==> config.mk <==
export PLATFORM = sky130hd
export DESIGN_NAME = sertx_top
export DESIGN_NICKNAME = d
export VERILOG_FILES = /design/src/rtl/sertx_pkg.sv /design/src/rtl/sertx_halfbit.sv /design/src/rtl/sertx_parity.sv /design/src/rtl/sertx_fsm.sv /design/src/rtl/sertx_top.sv
export SDC_FILE = /design/constraint.sdc
export NUM_CORES = 1
export LEC_CHECK = 0
export ABC_AREA = 1
export BUFFER_PORTS_ARGS = -buffer_cell sky130_fd_sc_hd__buf_2
export CAP_MARGIN = 20
export CORE_MARGIN = 2
export CORE_UTILIZATION = 35
export DETAILED_ROUTE_END_ITERATION = 10
export MAX_ROUTING_LAYER = met4
export PLACE_DENSITY_LB_ADDON = 0.2
export SLEW_MARGIN = 20
export SYNTH_ARGS = -nofsm -noshare
export SYNTH_HDL_FRONTEND = slang
export SYNTH_SLANG_ARGS = --single-unit
==> constraint.sdc <==
create_clock -name clk -period 1.75 [get_ports clk]
set_clock_uncertainty 0.1 [all_clocks]
set_input_delay 0.0875 -clock clk [delete_from_list [all_inputs] [get_ports clk]]
set_output_delay 0.0875 -clock clk [all_outputs]
set_load 0.01 [all_outputs]
==> src/rtl/sertx_pkg.sv <==
package sertx_pkg;

    typedef enum logic [2:0] {
        ST_IDLE,
        ST_START,
        ST_DATA,
        ST_PAR,
        ST_STOP
    } tx_state_t;

    typedef struct packed {
        logic [1:0] len;
        logic       stop2;
        logic       par_en;
        logic       par_even;
    } line_cfg_t;

endpackage

==> src/rtl/sertx_halfbit.sv <==
module sertx_halfbit #(
    parameter int TICKS_PER_BIT = 16
) (
    input  logic clk,
    input  logic rst_n,
    input  logic clr,
    input  logic tick,
    output logic half_done
);
    localparam int HALF = TICKS_PER_BIT / 2;
    localparam int CW   = (HALF > 1) ? $clog2(HALF) : 1;
    localparam logic [CW-1:0] LAST = CW'(HALF - 1);

    logic [CW-1:0] cnt;

    always_ff @(posedge clk or negedge rst_n) begin
        if (!rst_n)
            cnt <= '0;
        else if (clr)
            cnt <= '0;
        else if (tick)
            cnt <= (cnt == LAST) ? '0 : cnt + CW'(1);
    end

    assign half_done = tick && (cnt == LAST) && !clr;

    // no tick, no progress
    a_r7_hold_without_tick: assert property (@(posedge clk) disable iff (!rst_n)
        (!tick && !clr) |=> $stable(cnt));

endmodule

==> src/rtl/sertx_parity.sv <==
module sertx_parity #(
    parameter int DATA_W = 8
) (
    input  logic [DATA_W-1:0] data,
    input  logic [1:0]        len,
    input  logic              even,
    output logic              par_bit
);
    localparam int MIN_BITS = DATA_W - 3;

    logic [DATA_W-1:0] masked;

    for (genvar i = 0; i < DATA_W; i++) begin : g_mask
        assign masked[i] = data[i] && (i < MIN_BITS + int'(len));
    end

    assign par_bit = even ? (^masked) : ~(^masked);

endmodule

==> src/rtl/sertx_fsm.sv <==
module sertx_fsm
    import sertx_pkg::*;
#(
    parameter int DATA_W = 8
) (
    input  logic              clk,
    input  logic              rst_n,
    input  logic              half_done,
    input  logic              in_valid,
    input  logic [DATA_W-1:0] in_data,
    input  line_cfg_t         cfg_in,
    input  logic              par_in,
    output logic              accept,
    output logic              line,
    output logic              busy,
    output logic              ready
);
    localparam int MIN_BITS = DATA_W - 3;
    localparam int IW       = $clog2(DATA_W);

    tx_state_t         state, state_n;
    line_cfg_t         cfg;
    logic [DATA_W-1:0] shreg;
    logic              par_q;
    logic [IW-1:0]     bit_idx;
    logic [2:0]        halves;
    logic              slot_end;
    logic [IW-1:0]     last_idx;
    logic [2:0]        stop_load;

    assign accept    = (state == ST_IDLE) && in_valid;
    assign slot_end  = half_done && (halves == 3'd0);
    assign last_idx  = IW'(MIN_BITS - 1 + int'(cfg.len));
    assign stop_load = !cfg.stop2 ? 3'd1 : ((cfg.len == 2'd0) ? 3'd2 : 3'd3);

    always_comb begin
        state_n = state;
        unique case (state)
            ST_IDLE:  if (accept) state_n = ST_START;
            ST_START: if (slot_end) state_n = ST_DATA;
            ST_DATA:  if (slot_end && bit_idx == last_idx)
                          state_n = cfg.par_en ? ST_PAR : ST_STOP;
            ST_PAR:   if (slot_end) state_n = ST_STOP;
            ST_STOP:  if (slot_end) state_n = ST_IDLE;
            default:  state_n = ST_IDLE;
        endcase
    end

    always_ff @(posedge clk or negedge rst_n) begin
        if (!rst_n)
            state <= ST_IDLE;
        else
            state <= state_n;
    end

    always_ff @(posedge clk or negedge rst_n) begin
        if (!rst_n) begin
            cfg     <= '0;
            shreg   <= '0;
            par_q   <= 1'b0;
            bit_idx <= '0;
            halves  <= 3'd0;
        end else if (accept) begin
            cfg     <= cfg_in;
            shreg   <= in_data;
            par_q   <= par_in;
            bit_idx <= '0;
            halves  <= 3'd1;
        end else if (half_done) begin
            if (halves != 3'd0) begin
                halves <= halves - 3'd1;
            end else begin
                if (state == ST_DATA) begin
                    shreg   <= shreg >> 1;
                    bit_idx <= bit_idx + IW'(1);
                end
                if (state_n == ST_STOP)
                    halves <= stop_load;
                else
                    halves <= 3'd1;
            end
        end
    end

    always_comb begin
        line  = 1'b1;
        busy  = 1'b1;
        ready = 1'b0;
        unique case (state)
            ST_IDLE:  begin line = 1'b1; busy = 1'b0; ready = 1'b1; end
            ST_START: line = 1'b0;
            ST_DATA:  line = shreg[0];
            ST_PAR:   line = par_q;
            ST_STOP:  line = 1'b1;
            default:  line = 1'b1;
        endcase
    end

    // the parity slot only appears in frames that asked for it
    a_r5_par_slot_enabled: assert property (@(posedge clk) disable iff (!rst_n)
        (state == ST_PAR) |-> cfg.par_en);

    // captured format is frozen while a frame runs
    a_r9_cfg_frozen: assert property (@(posedge clk) disable iff (!rst_n)
        (busy && $past(busy)) |-> $stable(cfg));

endmodule

==> src/rtl/sertx_top.sv <==
module sertx_top
    import sertx_pkg::*;
#(
    parameter int DATA_W        = 8,
    parameter int TICKS_PER_BIT = 16
) (
    input  logic              clk,
    input  logic              rst_n,
    input  logic              tick,
    input  logic [DATA_W-1:0] in_data,
    input  logic              in_valid,
    output logic              in_ready,
    input  logic [1:0]        ctl_len,
    input  logic              ctl_stop2,
    input  logic              ctl_par_en,
    input  logic              ctl_par_even,
    input  logic              ctl_break,
    output logic              txd,
    output logic              busy
);
    line_cfg_t cfg_in;
    logic      par_in;
    logic      accept;
    logic      half_done;
    logic      line;

    assign cfg_in = '{len: ctl_len, stop2: ctl_stop2,
                      par_en: ctl_par_en, par_even: ctl_par_even};

    sertx_parity #(.DATA_W(DATA_W)) u_par (
        .data    (in_data),
        .len     (ctl_len),
        .even    (ctl_par_even),
        .par_bit (par_in)
    );

    sertx_halfbit #(.TICKS_PER_BIT(TICKS_PER_BIT)) u_half (
        .clk       (clk),
        .rst_n     (rst_n),
        .clr       (accept),
        .tick      (tick),
        .half_done (half_done)
    );

    sertx_fsm #(.DATA_W(DATA_W)) u_fsm (
        .clk       (clk),
        .rst_n     (rst_n),
        .half_done (half_done),
        .in_valid  (in_valid),
        .in_data   (in_data),
        .cfg_in    (cfg_in),
        .par_in    (par_in),
        .accept    (accept),
        .line      (line),
        .busy      (busy),
        .ready     (in_ready)
    );

    assign txd = line && !ctl_break;

    // a new frame opens with a low line
    a_r1_start_low: assert property (@(posedge clk) disable iff (!rst_n)
        $rose(busy) |-> !txd);

    // the last cycle of a frame is stop time, high unless broken
    a_r3_ends_high: assert property (@(posedge clk) disable iff (!rst_n)
        $fell(busy) |-> ($past(txd) || $past(ctl_break)));

    // an accepted byte makes the block busy and not ready
    a_r8_accept_busy: assert property (@(posedge clk) disable iff (!rst_n)
        (in_valid && in_ready) |=> (busy && !in_ready));

    // break wins over everything
    a_r10_break_low: assert property (@(posedge clk) disable iff (!rst_n)
        ctl_break |-> !txd);

    // idle without break means a high line
    a_r11_idle_high: assert property (@(posedge clk) disable iff (!rst_n)
        (!busy && !ctl_break) |-> txd);

endmodule

==> results.tsv, run 1 <==
stage	metric	value	unit
run_status	status	finished clean	
die	core	4000	µm²
clock_network	cts.htree.levels	1	
power	p_clk_share	15.7	%
cells_and_area	fin_nets	240	
die	dieArea	4705	µm²
die	die_w	68.59	µm
drt	drtAntennaViolNets	0	
die	start_util	36.50	%
placed_design	dp_hpwl	2.168	mm
worst_setup_path	cp-end-kind	output port	
clock_network	clockBufferDepth	2	
clock_network	cts_tree	yes	
global_routing	grt_pass1_wl	5.264	mm
global_routing	gr-total-overflow	0	
yosys	synthArstFlopShare	100.0	%
yosys	synth_nets	199	
yosys	ys_top_cells_by_count	50 x nand2_1, 25 x dfrtp_1, 25 x inv_1, 10 x nand3_1	
power	p_comb_share	40.5	%
worst_setup_path	critPathMaxStageDelay	0.44	ns
placed_design	io_buffers	20	
worst_setup_path	reg2reg_slack	0.14	ns
sta	worstMarginPinSlew	0.5509	ns
yosys	yosysMostFrequentCell	nand2_1	
worst_setup_path	cp_max_fo	5	
sta	fin_setup_tns	0	ns
yosys	ys_types	35	
yosys	synthFlopType	dfrtp_1	
die	die_h	68.59	µm
worst_setup_path	critPathLaunchType	register	
die	pin_count	21	
worst_setup_path	reg2reg_depth	11	
clock_network	insertion_delay	0.27	ns
drt	drt_first_iter_violations	38	
yosys	ys_warn_count	0	
power	totalPowerFinal	2.220	mW
worst_setup_path	r2r-end	u_fsm.halves[1]	
cells_and_area	antenna_cells	0	
yosys	syn_area	1460	µm²
power	p_leak	0.9145	nW
worst_setup_path	critPathKind	register to output port	
sta	hold_viol	0	
power	seqPwrFrac	43.8	%
worst_setup_path	cp.arrival	1.46	ns
min_path	min_path_type	input pin to register	
worst_setup_path	path_cells	inv_2 > nand2_1 > nor2_1 > nand2_1 > a21oi_1 > buf_2	
sta	final_max_slew_viol_count	0	
clock_network	cts-root-buf	clkbuf_8	
min_path	min_to	u_fsm.shreg[7]	
clock_network	clk_pin_slew	0.09	ns
yosys	syn_inst	176	
placed_design	place_congestion	0.7811	
drt	drt-total-wl	2.941	mm
sta	clock.fmax	606.1	MHz
sta	setup_viol	0	
min_path	hold_path_depth	3	
yosys	synth_area_leaders	dfrtp_1 43%, nand2_1 13%, inv_1 6.4%	
yosys	synth_top_cell_area_share	42.84	%
cells_and_area	area_growth	25.88	%
min_path	hp-start	in_data[7]	
power	power_density	1208	nW/µm²
drt	drc	0	
cells_and_area	regArea	625.6	µm²
yosys	synth_sequential_area_ratio	42.84	%
yosys	synth_top_area_cell	dfrtp_1	
yosys	avgSynthCellArea	8.296	µm²
sta	slew_headroom	63.27	%
die	num_rows	23	
global_routing	grt_max_degree	26	
yosys	synth-seq-cells	25	
worst_setup_path	crit_top_cell	nand2_1	
run	maxCapViolCount	0	
drt	vias	1241	
yosys	synth_edf_count	0	
cells_and_area	final_layout_size_suffix_gt1_share	24.07	%
sta	rsz0062_at_grt	false	
sta	period_minus_slack	1.650	ns
global_routing	grt_pass1_vias	1175	
power	p_int	1.366	mW
drt	dr.pass1.iters	4	
power	switching_share	38.44	%
global_routing	grt_antenna_before_repair	0	
drt	vias_per_cell	4.665	
cells_and_area	multi_input_area	730.7	µm²
clock_network	cts_buffers	3	
worst_setup_path	worstPathRequired	1.56	ns
worst_setup_path	worstReg2RegStart	u_fsm.halves[0]	
drt	routedWlPerCell	11.06	µm
power	ir_worst_vdd	456.5	µV
power	p_switching	853.4	µW
global_routing	grt_usage	15.49	%
cells_and_area	fill_cells	405	
clock_network	cts_sinks	25	
sta	fin_crit_sh	94.27	%
worst_setup_path	cp_slowest_cell	dfrtp_1	
-- timing repair --
item,in CTS,in global routing
hold buffers,11,0
setup endpoints to repair,0,8
buffers inserted,0,4
gates resized for setup,0,5
endpoints found under the hold margin,35,0
-- logic make-up (layout without fill, tap and decap cells) --
kind of cell | Yosys count | after routing | synth area share [%]
flops | 25 | 25 | 42.84
simple gates | 82 | 82 | 28.28
buf+inv | 31 | 71 | 8.654
fa+ha+maj | 5 | 5 | 4.284
xor+xnor | 7 | 7 | 4.199
compound gates | 26 | 26 | 11.74
-- power by group through the flow --
| stage | Clock (mW) | Combinational [mW] | Sequential, mW |
|---|---|---|---|
| 4_1_cts | 0.362 | 0.867 | 0.971 |
| 3_3_place_gp | 0 | 0.853 | 0.983 |
| 5_1_grt | 0.387 | 1.04 | 1.00 |
| 6_report | 0.348 | 0.899 | 0.973 |
| 2_1_floorplan | 0 | 0.662 | 0.938 |
| 3_5_place_dp | 0 | 0.845 | 0.981 |
-- worst max-delay path, delay by kind of cell (launching register included) --
family | cells | cell delay, ns
flops | 1 | 0.44
simple gates | 3 | 0.36
buf+inv | 2 | 0.25
compound gates | 1 | 0.14
-- layout make-up --
class	instances	share of cell area, %
Multi-Input combinational cell	120	39.76
Sequential cell	25	34.04
Timing Repair Buffer	38	14.30
Inverter	29	5.991
Tap cell	50	3.404
Clock buffer	3	2.246
Clock inverter	1	0.2723
-- sequential cells by signal, indices dropped and copies added, names as in the netlist --
register	cells
u_fsm.state	3
u_half.cnt	3
u_fsm.shreg	8
u_fsm.bit_idx	3
u_fsm.halves	3
u_fsm.cfg	4
u_fsm.par_q	1
-- per-layer routing --
metal  routed length (µm)  global-route usage [%]  part of all wire, %
met5                    0                       -                    0
met1                 1410                   20.31                   48
met3                   76                   1.461                  2.6
met2                 1391                   24.04                   47
met4                   62                   7.500                  2.1
-- worst max path at each step --
stage	cells after the start	endpoint	slack, ns	start
2_1_floorplan	12	u_fsm.halves[1]	0.17	u_half.cnt[0]
3_3_place_gp	12	u_fsm.halves[1]	0.1	u_half.cnt[0]
3_5_place_dp	12	u_fsm.halves[1]	0.05	u_half.cnt[0]
4_1_cts	12	u_fsm.halves[1]	0.03	u_half.cnt[0]
5_1_grt	6	txd	0.002	u_fsm.state[2]
6_report	6	txd	0.10	u_fsm.state[2]
-- placed cells by master (no fill, tap or decap), types with 3 or more instances in the layout --
cell,netlist,routed
nand2_1,50,50
dfrtp_1,25,25
nor2_1,5,5
clkbuf_8,0,3
nand3_1,10,10
buf_4,0,7
buf_2,1,20
o21ai_0,5,5
inv_2,3,3
xnor2_1,5,5
nand2_4,3,4
a21oi_1,5,5
dlygate4sd3_1,0,11
o221ai_1,4,4
inv_1,25,25
-- metrics by stage --
stage	hold WS, ns	instances	utilization (%)	cell area, µm²	setup WS [ns]
final	0.01360	266	45.95	1838	0.1002
after CTS	0.005254	262	44.64	1785	0.03177
after global routing	0.02071	266	45.95	1838	0.001702
after floorplan	-0.3081	176	-	1460	0.1669
after global placement	0.01643	247	40.73	1629	0.09747
after detailed placement	0.01837	247	40.73	1629	0.05500
(Power assumes the default switching activity.)
==> run 2: changes to the inputs <==
BUFFER_PORTS_ARGS = not set   (was -buffer_cell sky130_fd_sc_hd__buf_2)
DONT_BUFFER_PORTS = 1   (was not set)
clock period = 1.5 ns   (was 1.75 ns; I/O delays follow)
==> results.tsv, run 2 (synthesized netlist as in run 1, its figures left out) <==
stage	metric	value	unit	change
run_status	status	complete, but fails checks		
clock_network	cts_tree	yes		
placed_design	place_congestion	0.8907		+14%
drt	vias	1296		+4.4%
sta	worstMarginPinSlew	0.3639	ns	-0.1871 ns
sta	hold_viol	0		unchanged
die	die_h	68.59	µm	unchanged
sta	period_minus_slack	1.665	ns	
sta	hold_ws	0.05237	ns	+0.03877 ns
drt	routedWlPerCell	13.08	µm	+18%
cells_and_area	largest_register_ffs	8		unchanged
worst_setup_path	cp_max_fo	4		-1
placed_design	place_ws	-0.1192	ns	-0.1741 ns
global_routing	grt_pass1_wl	5.989	mm	+14%
worst_setup_path	reg2reg_slack	-0.16	ns	-0.30 ns
cells_and_area	largest_register	u_fsm.shreg		
cells_and_area	largest_registers	u_fsm.shreg: 8 flops, u_fsm.cfg: 4 flops		
placed_design	io_buffers	0		-100%
sta	setup_ws	-0.1647	ns	-0.2649 ns
sta	rsz0062_at_grt	true		
worst_setup_path	critPathMaxStageDelay	0.40	ns	-0.04 ns
global_routing	grt_usage	17.42	%	+1.9 points
worst_setup_path	critPathKind	register to register		
clock_network	clk_pin_slew	0.10	ns	about the same
worst_setup_path	cp_top_family	flip-flops		
worst_setup_path	path_buf_inv	2		unchanged
cells_and_area	final_layout_size_suffix_gt1_share	34.42	%	+10 points
placed_design	dp_hpwl	2.398	mm	+11%
die	dieArea	4705	µm²	unchanged
drt	vias_per_cell	4.891		+4.8%
drt	drt_first_iter_violations	44		+16%
cells_and_area	antenna_cells	0		unchanged
die	num_rows	23		unchanged
cells_and_area	fill_cells	375		-7.4%
worst_setup_path	cp-end-kind	register		
sta	fin_crit_sh	111.0	%	
worst_setup_path	worstPathRequired	1.59	ns	+0.03 ns
drt	dr.pass1.iters	4		unchanged
min_path	min_path_type	input pin to register		
run_status	violations	setup timing		
worst_setup_path	cp_slowest_cell	dfrtp_1		
global_routing	grt_max_degree	26		unchanged
die	pin_count	21		unchanged
die	die_w	68.59	µm	unchanged
worst_setup_path	cp.arrival	1.75	ns	+0.29 ns
sta	setup_viol	15		+15
power	totalPowerFinal	2.924	mW	+32%
global_routing	grt_pass1_vias	1378		+17%
cells_and_area	layout_commonest_cell	nand2_1		
sta	final_max_slew_viol_count	0		unchanged
cells_and_area	final_cell_count_no_fill	265		-0.38%
sta	slew_headroom	75.72	%	+12 points
global_routing	gr-total-overflow	0		unchanged
cells_and_area	final_cell_mix	44 x nand2_1, 24 x dfrtp_1, 22 x inv_1		
die	core	4000	µm²	unchanged
drt	drt-total-wl	3.467	mm	+18%
clock_network	cts_sinks	25		unchanged
clock_network	clockBufferDepth	2		unchanged
cells_and_area	area_growth	41.82	%	
global_routing	grt_antenna_before_repair	0		unchanged
drt	drtAntennaViolNets	0		unchanged
power	p_leak	0.9532	nW	+4.2%
cells_and_area	fin_nets	239		-0.42%
clock_network	cts_buffers	3		unchanged
placed_design	dp_cells	237		-4.0%
power	ir_worst_vdd	585.1	µV	+28%
clock_network	cts-root-buf	clkbuf_8		
sta	clock.fmax	600.7	MHz	
worst_setup_path	critPathLaunchType	register		
clock_network	insertion_delay	0.27	ns	about the same
run	maxCapViolCount	0		unchanged
clock_network	cts.htree.levels	1		unchanged
die	start_util	36.50	%	unchanged
drt	drc	0		unchanged
power	power_density	1412	nW/µm²	+17%
worst_setup_path	path_cells	ha_2 > ha_4 > nand2_4 > nor2_4 > buf_4 > nand2_8 > nand2_8 > buf_4 > o211ai_1		
## run 2: cell types whose count changed in the layout (fill, tap and decap cells not counted), sizes merged
cell,previous run,this run
buf,27,22
clkinv,2,1
dlygate4sd3,11,15
inv,28,29
## run 2: final timing paths
path | start | to | depth (start not counted)
worst min register to register | u_fsm.par_q | u_fsm.par_q | 2
worst max-delay path | u_half.cnt[1] | u_fsm.shreg[5] | 9
worst min-delay path | tick | u_half.cnt[1] | 4
max in group asynchronous | rst_n | u_fsm.state[1] | 2
worst max register to register | u_half.cnt[1] | u_fsm.shreg[5] | 9
min in group asynchronous | rst_n | u_half.cnt[1] | 2
## run 2: repair_timing
action,in CTS,in global routing
setup buffers,4,4
pin swaps,3,4
endpoints found under the setup margin,15,19
gates resized for setup,28,11
hold buffers,15,1
hold endpoints to repair,42,1
## run 2: layer usage
layer	part of all wire (%)	global-route usage (%)	vias to the layer above
met5	0	-	-
met4	0.78	5.000	0
met3	3.5	2.435	2
met2	54	30.65	26
met1	42	20.68	623
li1	-	-	645
## run 2: final cells by class
class	count	area, µm²	area share [%]
well taps	50	62.56	3.021
clock buffers	3	41.29	1.994
clock inverters	1	5.005	0.2417
inverters	29	118.9	5.740
flip-flops and latches	25	626.9	30.27
repair buffers	37	351.6	16.98
multi-input cells	120	864.6	41.75
## run 2: metrics by stage
stage	utilization (%)	area, µm²	setup TNS [ns]
finish	51.77	2071	-1.580
floorplan	-	1488	-0.005206
detailed placement	40.79	1632	-0.5439
global placement	40.79	1632	-0.1776
CTS	49.45	1978	-0.7362
global route	51.77	2071	-2.922
## run 2: power by group
group / switching, mW / total [mW] / internal (mW)
logic: 0.722 / 1.36 / 0.635
clock network: 0.224 / 0.410 / 0.186
registers: 0.210 / 1.16 / 0.946
## run 2: worst min-delay path, cell delays in order
cell	delay (ns)
or2_1	0.09
nor2_1	0.04
a31oi_1	0.14
inv_1	0.05
==> run 3: changes to the inputs <==
CORE_UTILIZATION = 56   (was 35)
==> results.tsv, run 3 (synthesized netlist as in run 1, its figures left out) <==
stage	metric	value	unit	change
run_status	status	complete, but fails checks		
run_status	violations	hold timing, setup timing		
drt	dr.pass1.iters	4		unchanged
power	ir_worst_vdd	1174	µV	+100%
placed_design	place_area	1599	µm²	-2.0%
cells_and_area	antenna_cells	0		unchanged
drt	vias	1334		+2.9%
sta	slew_headroom	80.44	%	+4.7 points
cells_and_area	final_area	2022	µm²	-2.4%
placed_design	place_congestion	0.8166		-8.3%
cells_and_area	final_layout_size_suffix_gt1_share	33.18	%	-1.2 points
power	p_leak	0.9659	nW	+1.3%
drt	routedWlPerCell	14.40	µm	+10%
drt	drt_first_iter_violations	21		-52%
clock_network	clk_pin_slew	0.14	ns	+0.04 ns
worst_setup_path	worstPathRequired	1.63	ns	+0.04 ns
sta	hold_ws	-0.2281	ns	-0.2805 ns
clock_network	cts_buffers	3		unchanged
worst_setup_path	path_cells	ha_2 > ha_4 > nand2_4 > nor2_4 > nand2_4 > o21ai_2 > nand2_2 > nand2_1 > nand2_1 > nand2_1 > nand2_1		
global_routing	grt_pass1_wl	5.471	mm	-8.6%
cells_and_area	largest_registers	u_fsm.shreg: 8 flops, u_fsm.cfg: 4 flops		
power	power_density	1452	nW/µm²	+2.8%
sta	setup_ws	-0.1725	ns	-0.007860 ns
worst_setup_path	critPathMaxStageDelay	0.41	ns	about the same
worst_setup_path	cp_slowest_cell	dfrtp_1		
sta	final_max_slew_viol_count	0		unchanged
clock_network	ctsHoldBuffers	15		unchanged
sta	hold_viol	7		+7
run	maxCapViolCount	0		unchanged
die	dieArea	3032	µm²	-36%
drt	drtAntennaViolNets	0		unchanged
die	pin_count	21		unchanged
worst_setup_path	critPathLaunchType	register		
clock_network	cts_tree	yes		
worst_setup_path	worstReg2RegStart	u_half.cnt[0]		
drt	drc	0		unchanged
min_path	min_path_type	input pin to register		
die	core	2477	µm²	-38%
drt	drt-total-wl	3.514	mm	+1.4%
cells_and_area	area_growth	38.47	%	
global_routing	gr-total-overflow	0		unchanged
sta	setup_viol	16		+1
worst_setup_path	cp_max_fo	4		unchanged
global_routing	grt_max_degree	26		unchanged
die	die_h	55.06	µm	-20%
cells_and_area	layout_commonest_cell	nand2_1		
clock_network	clockBufferDepth	2		unchanged
clock_network	insertion_delay	0.32	ns	+0.05 ns
sta	clock.fmax	597.9	MHz	-0.47%
cells_and_area	multi_input_area	879.6	µm²	+1.7%
cells_and_area	largest_register_ffs	8		unchanged
placed_design	dp_hpwl	2.249	mm	-6.2%
worst_setup_path	crit_top_cell	nand2_1		
die	die_w	55.06	µm	-20%
global_routing	grt_antenna_before_repair	0		unchanged
clock_network	cts.htree.levels	1		unchanged
cells_and_area	final_cell_mix	43 x nand2_1, 23 x inv_1, 23 x dfrtp_1		
die	num_rows	18		-22%
worst_setup_path	startpoint	u_half.cnt[0]		
clock_network	cts-root-buf	clkbuf_4		
drt	vias_per_cell	5.467		+12%
sta	rsz0062_at_grt	true		
power	totalPowerFinal	2.935	mW	+0.39%
placed_design	io_buffers	0		unchanged
cells_and_area	largest_register	u_fsm.shreg		
sta	fin_crit_sh	111.5	%	+0.52 points
worst_setup_path	critPathKind	register to register		
die	start_util	58.94	%	+22 points
cells_and_area	post-route-util	81.62	%	+30 points
sta	period_minus_slack	1.673	ns	+0.007860 ns
placed_design	place_ws	-0.1327	ns	-0.01359 ns
worst_setup_path	cp.arrival	1.80	ns	+0.05 ns
worst_setup_path	cp-end-kind	register		
global_routing	grt_pass1_vias	1288		-6.5%
sta	worstMarginPinSlew	0.2889	ns	-0.07494 ns
clock_network	cts_sinks	25		unchanged
cells_and_area	fill_cells	158		-58%
global_routing	grt_usage	26.17	%	+8.8 points
cells_and_area	fin_nets	238		-0.42%
min_path	hp-start	tick		
cells_and_area	regArea	628.1	µm²	+0.20%
==> run 3: per-layer routing <==
| layer | vias to the layer above | share of wire (%) | GRT usage [%] |
|---|---|---|---|
| met3 | 10 | 3.1 | 2.957 |
| li1 | 652 | - | - |
| met2 | 36 | 53 | 46.03 |
| met5 | - | 0 | - |
| met4 | 0 | 3.0 | 10.98 |
| met1 | 636 | 41 | 30.24 |
==> run 3: final cells by class <==
type / count / area share, %
multi-input combinational: 120 / 43.50
sequential: 25 / 31.06
timing repair buffer: 36 / 16.27
inverter: 29 / 5.941
tap: 30 / 1.856
clock buffer: 3 / 1.114
clock inverter: 1 / 0.2475
==> run 3: critical path: cells and delay by family, from the launching register on <==
kind / cells / cell delay, ns
adder cells (fa/ha/maj): 2 / 0.34
flip-flops: 1 / 0.41
AND/OR/NAND/NOR: 8 / 0.60
AO/OA/AOI/OAI: 1 / 0.14
==> run 3: path summary, 6_finish.rpt <==
path                       cells past startpoint              end  slack, ns
min                                            2    u_half.cnt[1]      -0.23
max                                           11  u_fsm.halves[1]      -0.17
max in group asynchronous                      2   u_fsm.state[0]       1.08
min reg2reg                                    2     u_fsm.cfg[2]       0.44
max reg2reg                                   11  u_fsm.halves[1]      -0.17
min in group asynchronous                      2     u_fsm.cfg[2]       0.06
==> run 3: power by group <==
group          internal, mW  switching (mW)
Clock                 0.100           0.206
Combinational         0.676           0.774
Sequential            0.947           0.232
==> run 3: stage by stage <==
stage	std cells	setup TNS, ns	hold WS, ns
2_1_floorplan	176	-0.005206	-0.3206
3_3_place_gp	216	-0.08830	-0.3201
3_5_place_dp	216	-0.5606	-0.3200
4_1_cts	239	-0.9153	-0.2314
5_1_grt	244	-2.201	-0.2343
6_report	244	-1.216	-0.2281
==> run 3: timing repair <==
item / in CTS / in global routing
pin swaps: 1 / 8
buffers inserted: 4 / 5
endpoints found under the hold margin: 44 / 7
endpoints found under the setup margin: 15 / 19
resized for setup: 23 / 19
